### config.mk
export PLATFORM = sky130hd
export DESIGN_NAME = chan_idle_sig_insert
export DESIGN_NICKNAME = d
export VERILOG_FILES = /design/src/rtl/chan_idle_sig_insert.sv
export SDC_FILE = /design/constraint.sdc
export NUM_CORES = 1
export LEC_CHECK = 0
export ABC_CLOCK_PERIOD_IN_PS = 2500
export CELL_PAD_IN_SITES_DETAIL_PLACEMENT = 1
export CELL_PAD_IN_SITES_GLOBAL_PLACEMENT = 1
export CORE_MARGIN = 2
export CORE_UTILIZATION = 20
export CTS_BUF_LIST = sky130_fd_sc_hd__clkbuf_16
export DETAILED_ROUTE_END_ITERATION = 10
export PLACE_DENSITY_LB_ADDON = 0.08
export SLEW_MARGIN = 30
export SYNTH_ARGS = -nofsm -noshare
export SYNTH_HDL_FRONTEND = slang
export SYNTH_SLANG_ARGS = --single-unit
### constraint.sdc
create_clock -name clk -period 2.5 [get_ports clk]
set_clock_uncertainty 0.1 [all_clocks]
set_input_delay 0.25 -clock clk [delete_from_list [all_inputs] [get_ports clk]]
set_output_delay 0.25 -clock clk [all_outputs]
set_load 0.05 [all_outputs]
### src/rtl/chan_idle_sig_insert.sv
module chan_idle_sig_insert #(
  parameter int NUM_CH = 24,
  parameter int CH_W   = 5,
  parameter int FR_W   = 5,
  parameter int DW     = 8
) (
  input  logic              clk,
  input  logic              rst_n,
  input  logic              in_valid,
  input  logic [CH_W-1:0]   chan_idx,
  input  logic [FR_W-1:0]   frame_num,
  input  logic              sf24,
  input  logic [DW-1:0]     data_in,
  input  logic [3:0]        sig_abcd,
  input  logic [NUM_CH-1:0] idle_mask,
  input  logic              idle_ff_sel,
  input  logic              rob_en,
  input  logic [NUM_CH-1:0] clear_mask,
  output logic              out_valid,
  output logic [DW-1:0]     data_out
);
  localparam logic [DW-1:0] CODE_7F = DW'(8'h7F);
  localparam logic [DW-1:0] CODE_FF = DW'(8'hFF);

  logic          chan_ok, idle_hit, clear_hit, sig_frame, rob_hit;
  logic [1:0]    sig_sel;
  logic [DW-1:0] base, result;

  assign chan_ok   = 32'(chan_idx) < NUM_CH;
  assign idle_hit  = chan_ok && idle_mask[chan_idx];
  assign clear_hit = chan_ok && clear_mask[chan_idx];
  assign base      = idle_hit ? (idle_ff_sel ? CODE_FF : CODE_7F) : data_in;

  always_comb begin
    sig_frame = 1'b1;
    sig_sel   = 2'd0;
    if (frame_num == FR_W'(6))                sig_sel = 2'd0;
    else if (frame_num == FR_W'(12))          sig_sel = 2'd1;
    else if (sf24 && frame_num == FR_W'(18))  sig_sel = 2'd2;
    else if (sf24 && frame_num == FR_W'(24))  sig_sel = 2'd3;
    else                                      sig_frame = 1'b0;
  end

  assign rob_hit = rob_en && chan_ok && !clear_hit && sig_frame;
  assign result  = rob_hit ? {base[DW-1:1], sig_abcd[sig_sel]} : base;

  always_ff @(posedge clk) begin
    if (!rst_n) begin
      out_valid <= 1'b0;
      data_out  <= '0;
    end else begin
      out_valid <= in_valid;
      if (in_valid) data_out <= result;
    end
  end
endmodule

; ---- Word-level counts from Yosys, hierarchy flattened
; Cells that the tools add are included.
[totals]
regBits = 9
latchBits = 0
ram_bits = 0
rom_bits = 0
input_bits = 76
output_inout_bits = 9
elab_cells = 34
n_memories = 0
[op_classes]
n_addsub = 0
multipliers = 0
div = 0
n_lt_le_gt_ge = 3
eq_ne = 4
shift = 0
muxes = 17
bitwise = 0
n_reduce_logical = 8
[ops]
columns = cell, n
row1 = 2-to-1 mux 8 bit, 2
row2 = binary-select mux 1 bit (select 5 bit), 2
row3 = == test 5 bit (second input constant), 2
row4 = 2-to-1 mux 1 bit, 8
row5 = 2-to-1 mux 2 bit, 4
row6 = logical AND 1 bit, 7
row7 = < comparator 5 x 6 -> 1 bit (second input constant), 1
row8 = == test 5 x 3 -> 1 bit (second input constant), 1
row9 = == test 5 x 4 -> 1 bit (second input constant), 1
row10 = < comparator 5 bit (second input constant), 1
row11 = < comparator 2 x 3 -> 1 bit (second input constant), 1
row12 = binary-select mux 1 bit (select 2 bit), 1
row13 = zero test 1 bit, 1

; ---- Depth between registers and ports, before layout
; Gate-level depths: netlist (run 1).
[depth]
ltp_word = 9
depth_mapped = 8

; ---- Worst setup path after synthesis (run 1)
; No wires, ideal clock.
[synth_path]
kind = input -> register
start = input chan_idx[2]
end = register data_out[0]
setup_time_ns = 0.116
arrival_time_ns = 1.657
t_required_ns = 2.284
path_slack_ns = 0.627
cell_stages = 8
path_buffers = 2
cell_sequence = buf_4 buf_2 mux4_1 mux2i_1 nor3b_1 nor4_4 nand4_1 o211a_1
[synth_between]
elab_chain_cells = 7
elab_cells_between_ends = 13
classes_between = order compare: 1 / mux: 6 / reduce/logical: 6
[synth_rtl]
columns = element, line
row1 = "start, declared", 10  ; input logic [CH_W-1:0] chan_idx,
row2 = binary-select mux 1 bit (select 5 bit), 31  ; assign clear_hit = chan_ok && clear_mask[chan_idx];
row3 = 2-to-1 mux 1 bit (implied by the code), 31
row4 = logical AND 1 bit, 31
row5 = zero test 1 bit, 44  ; assign rob_hit = rob_en && chan_ok && !clear_hit && sig_frame;
row6 = logical AND 1 bit (2 in a row), 44
row7 = 2-to-1 mux 1 bit (*), 45  ; assign result = rob_hit ? {base[DW-1:1], sig_abcd[sig_sel]} : base;
row8 = "end signal, assigned", 53  ; if (in_valid) data_out <= result;
row9 = "end, declared", 20  ; output logic [DW-1:0] data_out
; Mark *: on every way between the ends. The rest lies on a longest branch, timed or not. The select of a mux whose other input is x is not followed.
; A chain may end at the register's enable or synchronous reset.

; ---- Worst setup path after layout (run 1)
[layout_path]
start = input chan_idx[1]
end = register data_out[0]
; Same word-level chain as after synthesis.

==> impl_results.md, run 1 <==
* Yosys warnings at 0
* Capturing point of the worst reg2reg path: data_out[4]$_SDFFE_PN0P_
* Post-route insts no fill at between 200 and 250
* Worst path arrival time at 2.28 ns
* Dpl hpwl at between 3000 and 4000 microns
* Iteration-0 DRC Markers at 37
* Skew-Pair Late Insertion Delay at between 0.2 and 0.25 ns
* Critical Path Start Type: input pin
* # IOs at 85
* First-pass GRT wire length at ~5800 microns
* Syn nets at ~180
* Pins over their slew limit at 0
* PD cells at slightly below 400 mW/mm^2
* Vias at 1133
* Synthesized flop and latch total at 9
* Vias/cell at 4.70
* Hold Slack at 0.436 ns
* Gr usage total at between 10% and 20%
* Final hold viol count at 0
* Setup bufs post-CTS at 0
* Met3 Track Usage GR at under 10%
* RSZ-0062 raised after global routing: false
* Clk pin slew, worst setup/hold paths at 0.04 ns
* Drt total wl at between 3000 and 4000 microns
* Worst path required time at about 2.5 ns
* Clock sink count at 9
* Cell Rows at 24
* Mapped Area at 935 sq um
* Clk root buf: clkbuf_16
* Mapped Cells at roughly 100
* Buffers on Ports at 84
* Clock power frac at 37.6%
* Area growth, synth to finish at 106%
* RePlAce Congestion at about 0.73
* Worst Hold End: data_out[6]$_SDFFE_PN0P_
* Initial antenna violation count at 0
* Grt total ovfl at 0
* Nets@finish at roughly 270
* Post-route ant nets at 0
* Drc violations at 0
* Logic pwr share at between 40% and 50%
* Reg-to-Reg Start: data_out[4]$_SDFFE_PN0P_
* Slew at the pin closest to its max-slew limit at about 0.55 ns
* Leak at a little under 0.8 nW
* Hold Buf Count CTS at 0
* Flop2flop setup slack at 1.70 ns
* Antenna cells at 0
* WL/cell at between 10 and 15 microns
* Yosys cell types at 31
* Hold depth at 2
* Total Neg Setup Slack at 0 ns
* CTS tree: yes
* Die width at a little over 70 microns
* H-tree levels at 1
* Critical Path Fanout Max at 8
* Fraction of layout cells with a size suffix above 1 at under 10%
* Final Critical Period at between 2 and 2.5 ns
* Initial core utilization at a little over a fifth
* WS Path Type: input pin to flop
* Die Y at 72.4 microns
* Clock buffer depth at 2
* Hold Crit Class: flop to flop
* DR pass1 iterations at 3
* Largest net degree at the start of global routing at 20
* Grt peak-use layer: met2
* CTS resizes at 0
* M1 GR Usage at 17.3%
* CP endpoint kind: flop
* Register area share after synthesis at about a fifth
* Placeable Area at 0.00441 sq mm
* Net switching power at 0.198 mW
* Max_cap viols at 0
* CTS Buf Count at 3
* Worst min-delay path startpoint: data_out[6]$_SDFFE_PN0P_
* Placed Cells incl. Taps at ~240
* Worst VDD drop at 0.000174 V
* Slew Limit Headroom at between 60% and 70%
* Fmax at roughly 440 MHz
* Final period utilization at 90.4%
* Full die area at about 0.0052 sq mm
* Switch share at roughly 27%
* Seq pwr share at a little over a fifth
* Int Pwr at around 0.54 mW
* Run status: finished, final reports clean
* GR Layer Usage met2 at around 25%
* Vias in the first global route at roughly 1200
* R2R depth at 2
* Setup Viol. Count Final at 0
* Mean area per synthesized cell at ~9 sq um
-- cell families after synthesis --
kind of cell / Yosys count / share of synthesized area, %
xor gates and xnor gates: 1 / 0.937
DFF: 9 / 19.3
buffers and inverters: 14 / 7.90
AOI/OAI and AO/OA: 27 / 18.7
and+or+nand+nor: 29 / 20.9
muxes: 22 / 32.3
-- power groups by stage --
stage / Combinational, mW / Clock [mW] / Sequential (mW)
finish: 0.301 / 0.279 / 0.162
global route: 0.322 / 0.298 / 0.164
CTS: 0.304 / 0.287 / 0.162
detailed placement: 0.303 / 0 / 0.164
global placement: 0.297 / 0 / 0.164
floorplan: 0.0921 / 0 / 0.204
-- registers in the layout, summed over array words and instances, names as in the netlist --
signal	flops
out_valid	1
data_out	8
-- synthesized netlist by cell type --
| cell type | instances | area share, % |
|---|---|---|
| nand2b_1 | 1 | 0.67 |
| nand2_1 | 5 | 2.0 |
| nor3_1 | 1 | 0.53 |
| and2b_1 | 3 | 2.4 |
| a22oi_1 | 3 | 2.4 |
| o21a_1 | 1 | 0.80 |
| o2111ai_1 | 1 | 0.94 |
| inv_1 | 8 | 3.2 |
| dfxtp_1 | 9 | 19 |
| and3_1 | 1 | 0.67 |
| o211a_1 | 2 | 2.1 |
| o21ai_0 | 8 | 4.3 |
| and2_1 | 1 | 0.67 |
| and4_1 | 2 | 1.9 |
| buf_6 | 1 | 1.2 |
| nand3_1 | 4 | 2.1 |
| a31oi_1 | 8 | 5.4 |
| nor4_4 | 1 | 2.3 |
| nor2_1 | 3 | 1.2 |
| mux2i_1 | 17 | 18 |
| a21boi_0 | 1 | 0.80 |
| nor3b_1 | 3 | 2.4 |
| a32oi_1 | 1 | 0.94 |
| nand4_1 | 1 | 0.67 |
| buf_2 | 2 | 1.1 |
| mux4_1 | 5 | 14 |
| nor3_4 | 1 | 1.7 |
| a21oi_1 | 2 | 1.1 |
| buf_4 | 3 | 2.4 |
| xor2_1 | 1 | 0.94 |
| nand3b_1 | 2 | 1.6 |
-- metal layers --
| layer | share of wire [%] | wire length [microns] |
|---|---|---|
| met4 | 0.48 | 17 |
| met1 | 42 | 1510 |
| met5 | 0 | 0 |
| met3 | 8.6 | 307 |
| met2 | 49 | 1730 |
-- layout by cell type, fill, tap and decap left out, types with 3 or more instances in the layout --
master            n
and2b_1           3
a31oi_1           8
a22oi_1           3
nor2_1            3
buf_4             4
o21ai_0           8
inv_1             9
mux2i_1          17
nand3_1           4
nor3b_1           3
dfxtp_1           9
clkbuf_16         3
nand2_1           5
clkdlybuf4s50_1  84
mux4_1            5
-- layout make-up --
cell class,count,area [sq um]
fill,500,2490
timing repair buffer,89,891
multi-input combinational,79,681
sequential,9,180
clock buffer,3,75.1
tap,52,65.1
inverter,8,30.0
clock inverter,1,3.75
-- worst max path at each step --
| stage | from | endpoint | slack (ns) |
|---|---|---|---|
| floorplan | chan_idx[2] | data_out[0]$_SDFFE_PN0P_ | 0.63 |
| global placement | chan_idx[1] | data_out[0]$_SDFFE_PN0P_ | 0.06 |
| detailed placement | chan_idx[1] | data_out[7]$_SDFFE_PN0P_ | -0.01 |
| CTS | chan_idx[1] | data_out[0]$_SDFFE_PN0P_ | 0.22 |
| global route | chan_idx[1] | data_out[0]$_SDFFE_PN0P_ | 0.11 |
| finish | chan_idx[1] | data_out[0]$_SDFFE_PN0P_ | 0.24 |
-- critical path: stages --
cell and delay, ns:
clkdlybuf4s50_1 0.46, buf_4 0.17, mux4_1 0.55, mux2i_1 0.17, nor3b_1 0.10, nor4_4 0.30, nand4_1 0.12, o211a_1 0.16
-- through the flow --
step | setup slack [ns] | total power, mW | instance area [sq um] | utilization [%]
floorplan | 0.627 | 0.296 | 935 | -
global placement | 0.0602 | 0.461 | 1850 | 41.8
detailed placement | -0.0148 | 0.467 | 1850 | 41.8
CTS | 0.225 | 0.754 | 1930 | 43.6
global route | 0.109 | 0.783 | 1930 | 43.6
finish | 0.241 | 0.741 | 1930 | 43.6
(Power assumes the default switching activity.)
==> inputs of run 2 (changes only) <==
--- a/config.mk
+++ b/config.mk
@@ -10,7 +10,7 @@
 export CELL_PAD_IN_SITES_GLOBAL_PLACEMENT = 1
 export CORE_MARGIN = 2
 export CORE_UTILIZATION = 20
-export CTS_BUF_LIST = sky130_fd_sc_hd__clkbuf_16
+export CTS_BUF_LIST = sky130_fd_sc_hd__clkbuf_8 sky130_fd_sc_hd__clkbuf_16
 export DETAILED_ROUTE_END_ITERATION = 10
 export PLACE_DENSITY_LB_ADDON = 0.08
 export SLEW_MARGIN = 30
==> impl_results.md, run 2 (synthesis gave the netlist of run 1 again) <==
* Buffers on Ports at 84 (unchanged)
* Vias/cell at 4.64 (was 4.70)
* Vias in the first global route at 1233 (was 1247)
* Worst path arrival time at 2.27 ns (was 2.28 ns)
* Hold Crit Class: flop to flop (unchanged)
* Worst path cell trace: clkdlybuf4s50_1 -> buf_4 -> mux4_1 -> mux2i_1 -> nor3b_1 -> nor4_4 -> nand4_1 -> o211a_1 (unchanged)
* Fmax at 443 MHz (about the same)
* Slew at the pin closest to its max-slew limit at 0.561 ns (was 0.550 ns)
* Clock buffer depth at 2 (unchanged)
* Clock sink count at 9 (unchanged)
* WL/cell at 14.5 microns (was 14.8 microns)
* CTS Buf Count at 3 (unchanged)
* CP max stage cell: mux4_1 (unchanged)
* Initial core utilization at 21.2% (unchanged)
* Clk root buf: clkbuf_8 (was clkbuf_16)
* Post-route ant nets at 0 (unchanged)
* Critical Path Fanout Max at 8 (unchanged)
* Largest net degree at the start of global routing at 20 (unchanged)
* WS Path Type: input pin to flop (unchanged)
* Final worst slack at 0.243 ns (was 0.241 ns)
* H-tree levels at 1 (unchanged)
* Fraction of layout cells with a size suffix above 1 at 5.29% (unchanged)
* Most frequent cells in the layout: 84 x clkdlybuf4s50_1, 17 x mux2i_1, 9 x inv_1, 9 x dfxtp_1 (unchanged)
* Util after Layout at 42.9% (was 43.6%)
* Placed cell area at 0.00185 sq mm (unchanged)
* CTS tree: yes (unchanged)
* Number of flip-flops under the largest register name at 8 (unchanged)
* CTS resizes at 0 (unchanged)
* Setup Viol. Count Final at 0 (unchanged)
* Skew-Pair Late Insertion Delay at 0.23 ns (about the same)
* Setup bufs post-CTS at 0 (unchanged)
* Clk pin slew, worst setup/hold paths at 0.04 ns (about the same)
* Dpl hpwl at 3050 microns (unchanged)
* Drt total wl at 3490 microns (was 3560 microns)
* Antenna cells at 0 (unchanged)
* Post-route insts no fill at 241 (unchanged)
* RSZ-0062 raised after global routing: false (unchanged)
* Max_cap viols at 0 (unchanged)
* Area growth, synth to finish at 102% (was 106%)
* # IOs at 85 (unchanged)
* Die Y at 72.4 microns (unchanged)
* Full die area at 0.00524 sq mm (unchanged)
* Hold Buf Count CTS at 0 (unchanged)
* Pins over their slew limit at 0 (unchanged)
* Iteration-0 DRC Markers at 36 (was 37)
* Worst path required time at 2.52 ns (about the same)
* Reg-to-Reg Start: data_out[0]$_SDFFE_PN0P_ (was data_out[4]$_SDFFE_PN0P_)
* CP max stage delay at 0.55 ns (about the same)
* Leak at 0.780 nW (was 0.795 nW)
* Hold Slack at 0.435 ns (was 0.436 ns)
* Drc violations at 0 (unchanged)
* Final period utilization at 90.3% (was 90.4%)
* Placed Cells incl. Taps at 237 (unchanged)
* PD cells at 328 mW/mm^2 (was 385 mW/mm^2)
* Vias at 1118 (was 1133)
* CP startpoint: chan_idx[1] (unchanged)
* Leading cell type in the layout, fill and taps excluded: clkdlybuf4s50_1 (unchanged)
* RePlAce Congestion at 0.733 (unchanged)
* Nets@finish at 266 (unchanged)
* Pwr Total at 0.620 mW (was 0.741 mW)
* First-pass GRT wire length at 5690 microns (was 5840 microns)
* Initial antenna violation count at 0 (unchanged)
* Largest register by flop count: data_out (unchanged)
* Placeable Area at 0.00441 sq mm (unchanged)
* Final hold viol count at 0 (unchanged)
* DP Worst Slack at -0.0148 ns (unchanged)
* DR pass1 iterations at 2 (was 3)
* CP endpoint kind: flop (unchanged)
* Design Area, Final at 0.00189 sq mm (was 0.00193 sq mm)
* Worst VDD drop at 0.000125 V (was 0.000174 V)
* Final Critical Period at 2.26 ns (about the same)
* Die width at 72.4 microns (unchanged)
* Critical Path Start Type: input pin (unchanged)
* Run status: finished, final reports clean (unchanged)
* Cell Rows at 24 (unchanged)
* Largest registers: data_out: 8 flops, out_valid: 1 flops (unchanged)
* Gr usage total at 13.5% (was 13.9%)
* Grt total ovfl at 0 (unchanged)
* Slew Limit Headroom at 62.5% (was 63.2%)
* Worst min-delay path startpoint: data_out[3]$_SDFFE_PN0P_ (was data_out[6]$_SDFFE_PN0P_)
* Total Neg Setup Slack at 0 ns (unchanged)
-- run 2: final timing paths --
path | end | slack, ns | depth (start not counted)
max reg2reg | data_out[0]$_SDFFE_PN0P_ | 1.72 | 2
min | data_out[3]$_SDFFE_PN0P_ | 0.43 | 2
min reg2reg | data_out[3]$_SDFFE_PN0P_ | 0.43 | 2
max | data_out[0]$_SDFFE_PN0P_ | 0.24 | 8
-- run 2: cell type report --
cell class	count	area [sq um]
fillers	501	2520
repair buffers	89	891
multi-input cells	79	681
flip-flops and latches	9	180
well taps	52	65.1
clock buffers	3	41.3
inverters	8	30.0
clock inverters	1	3.75
-- run 2: power breakdown --
group	internal, mW	switching [mW]
registers	0.156	0.00572
clock network	0.106	0.0517
logic	0.177	0.123
-- run 2: critical path: cells and delay by family --
family	cells	cell delay [ns]
simple gates	3	0.52
buf+inv	2	0.63
mux	2	0.72
compound gates	1	0.16
-- run 2: layer usage --
metal | up-vias | track usage (%) | wire length, microns
li1 | 568 | - | -
met1 | 494 | 17.1 | 1500
met2 | 54 | 23.5 | 1670
met3 | 2 | 2.22 | 304
met4 | 0 | 3.77 | 17
met5 | - | 0 | 0
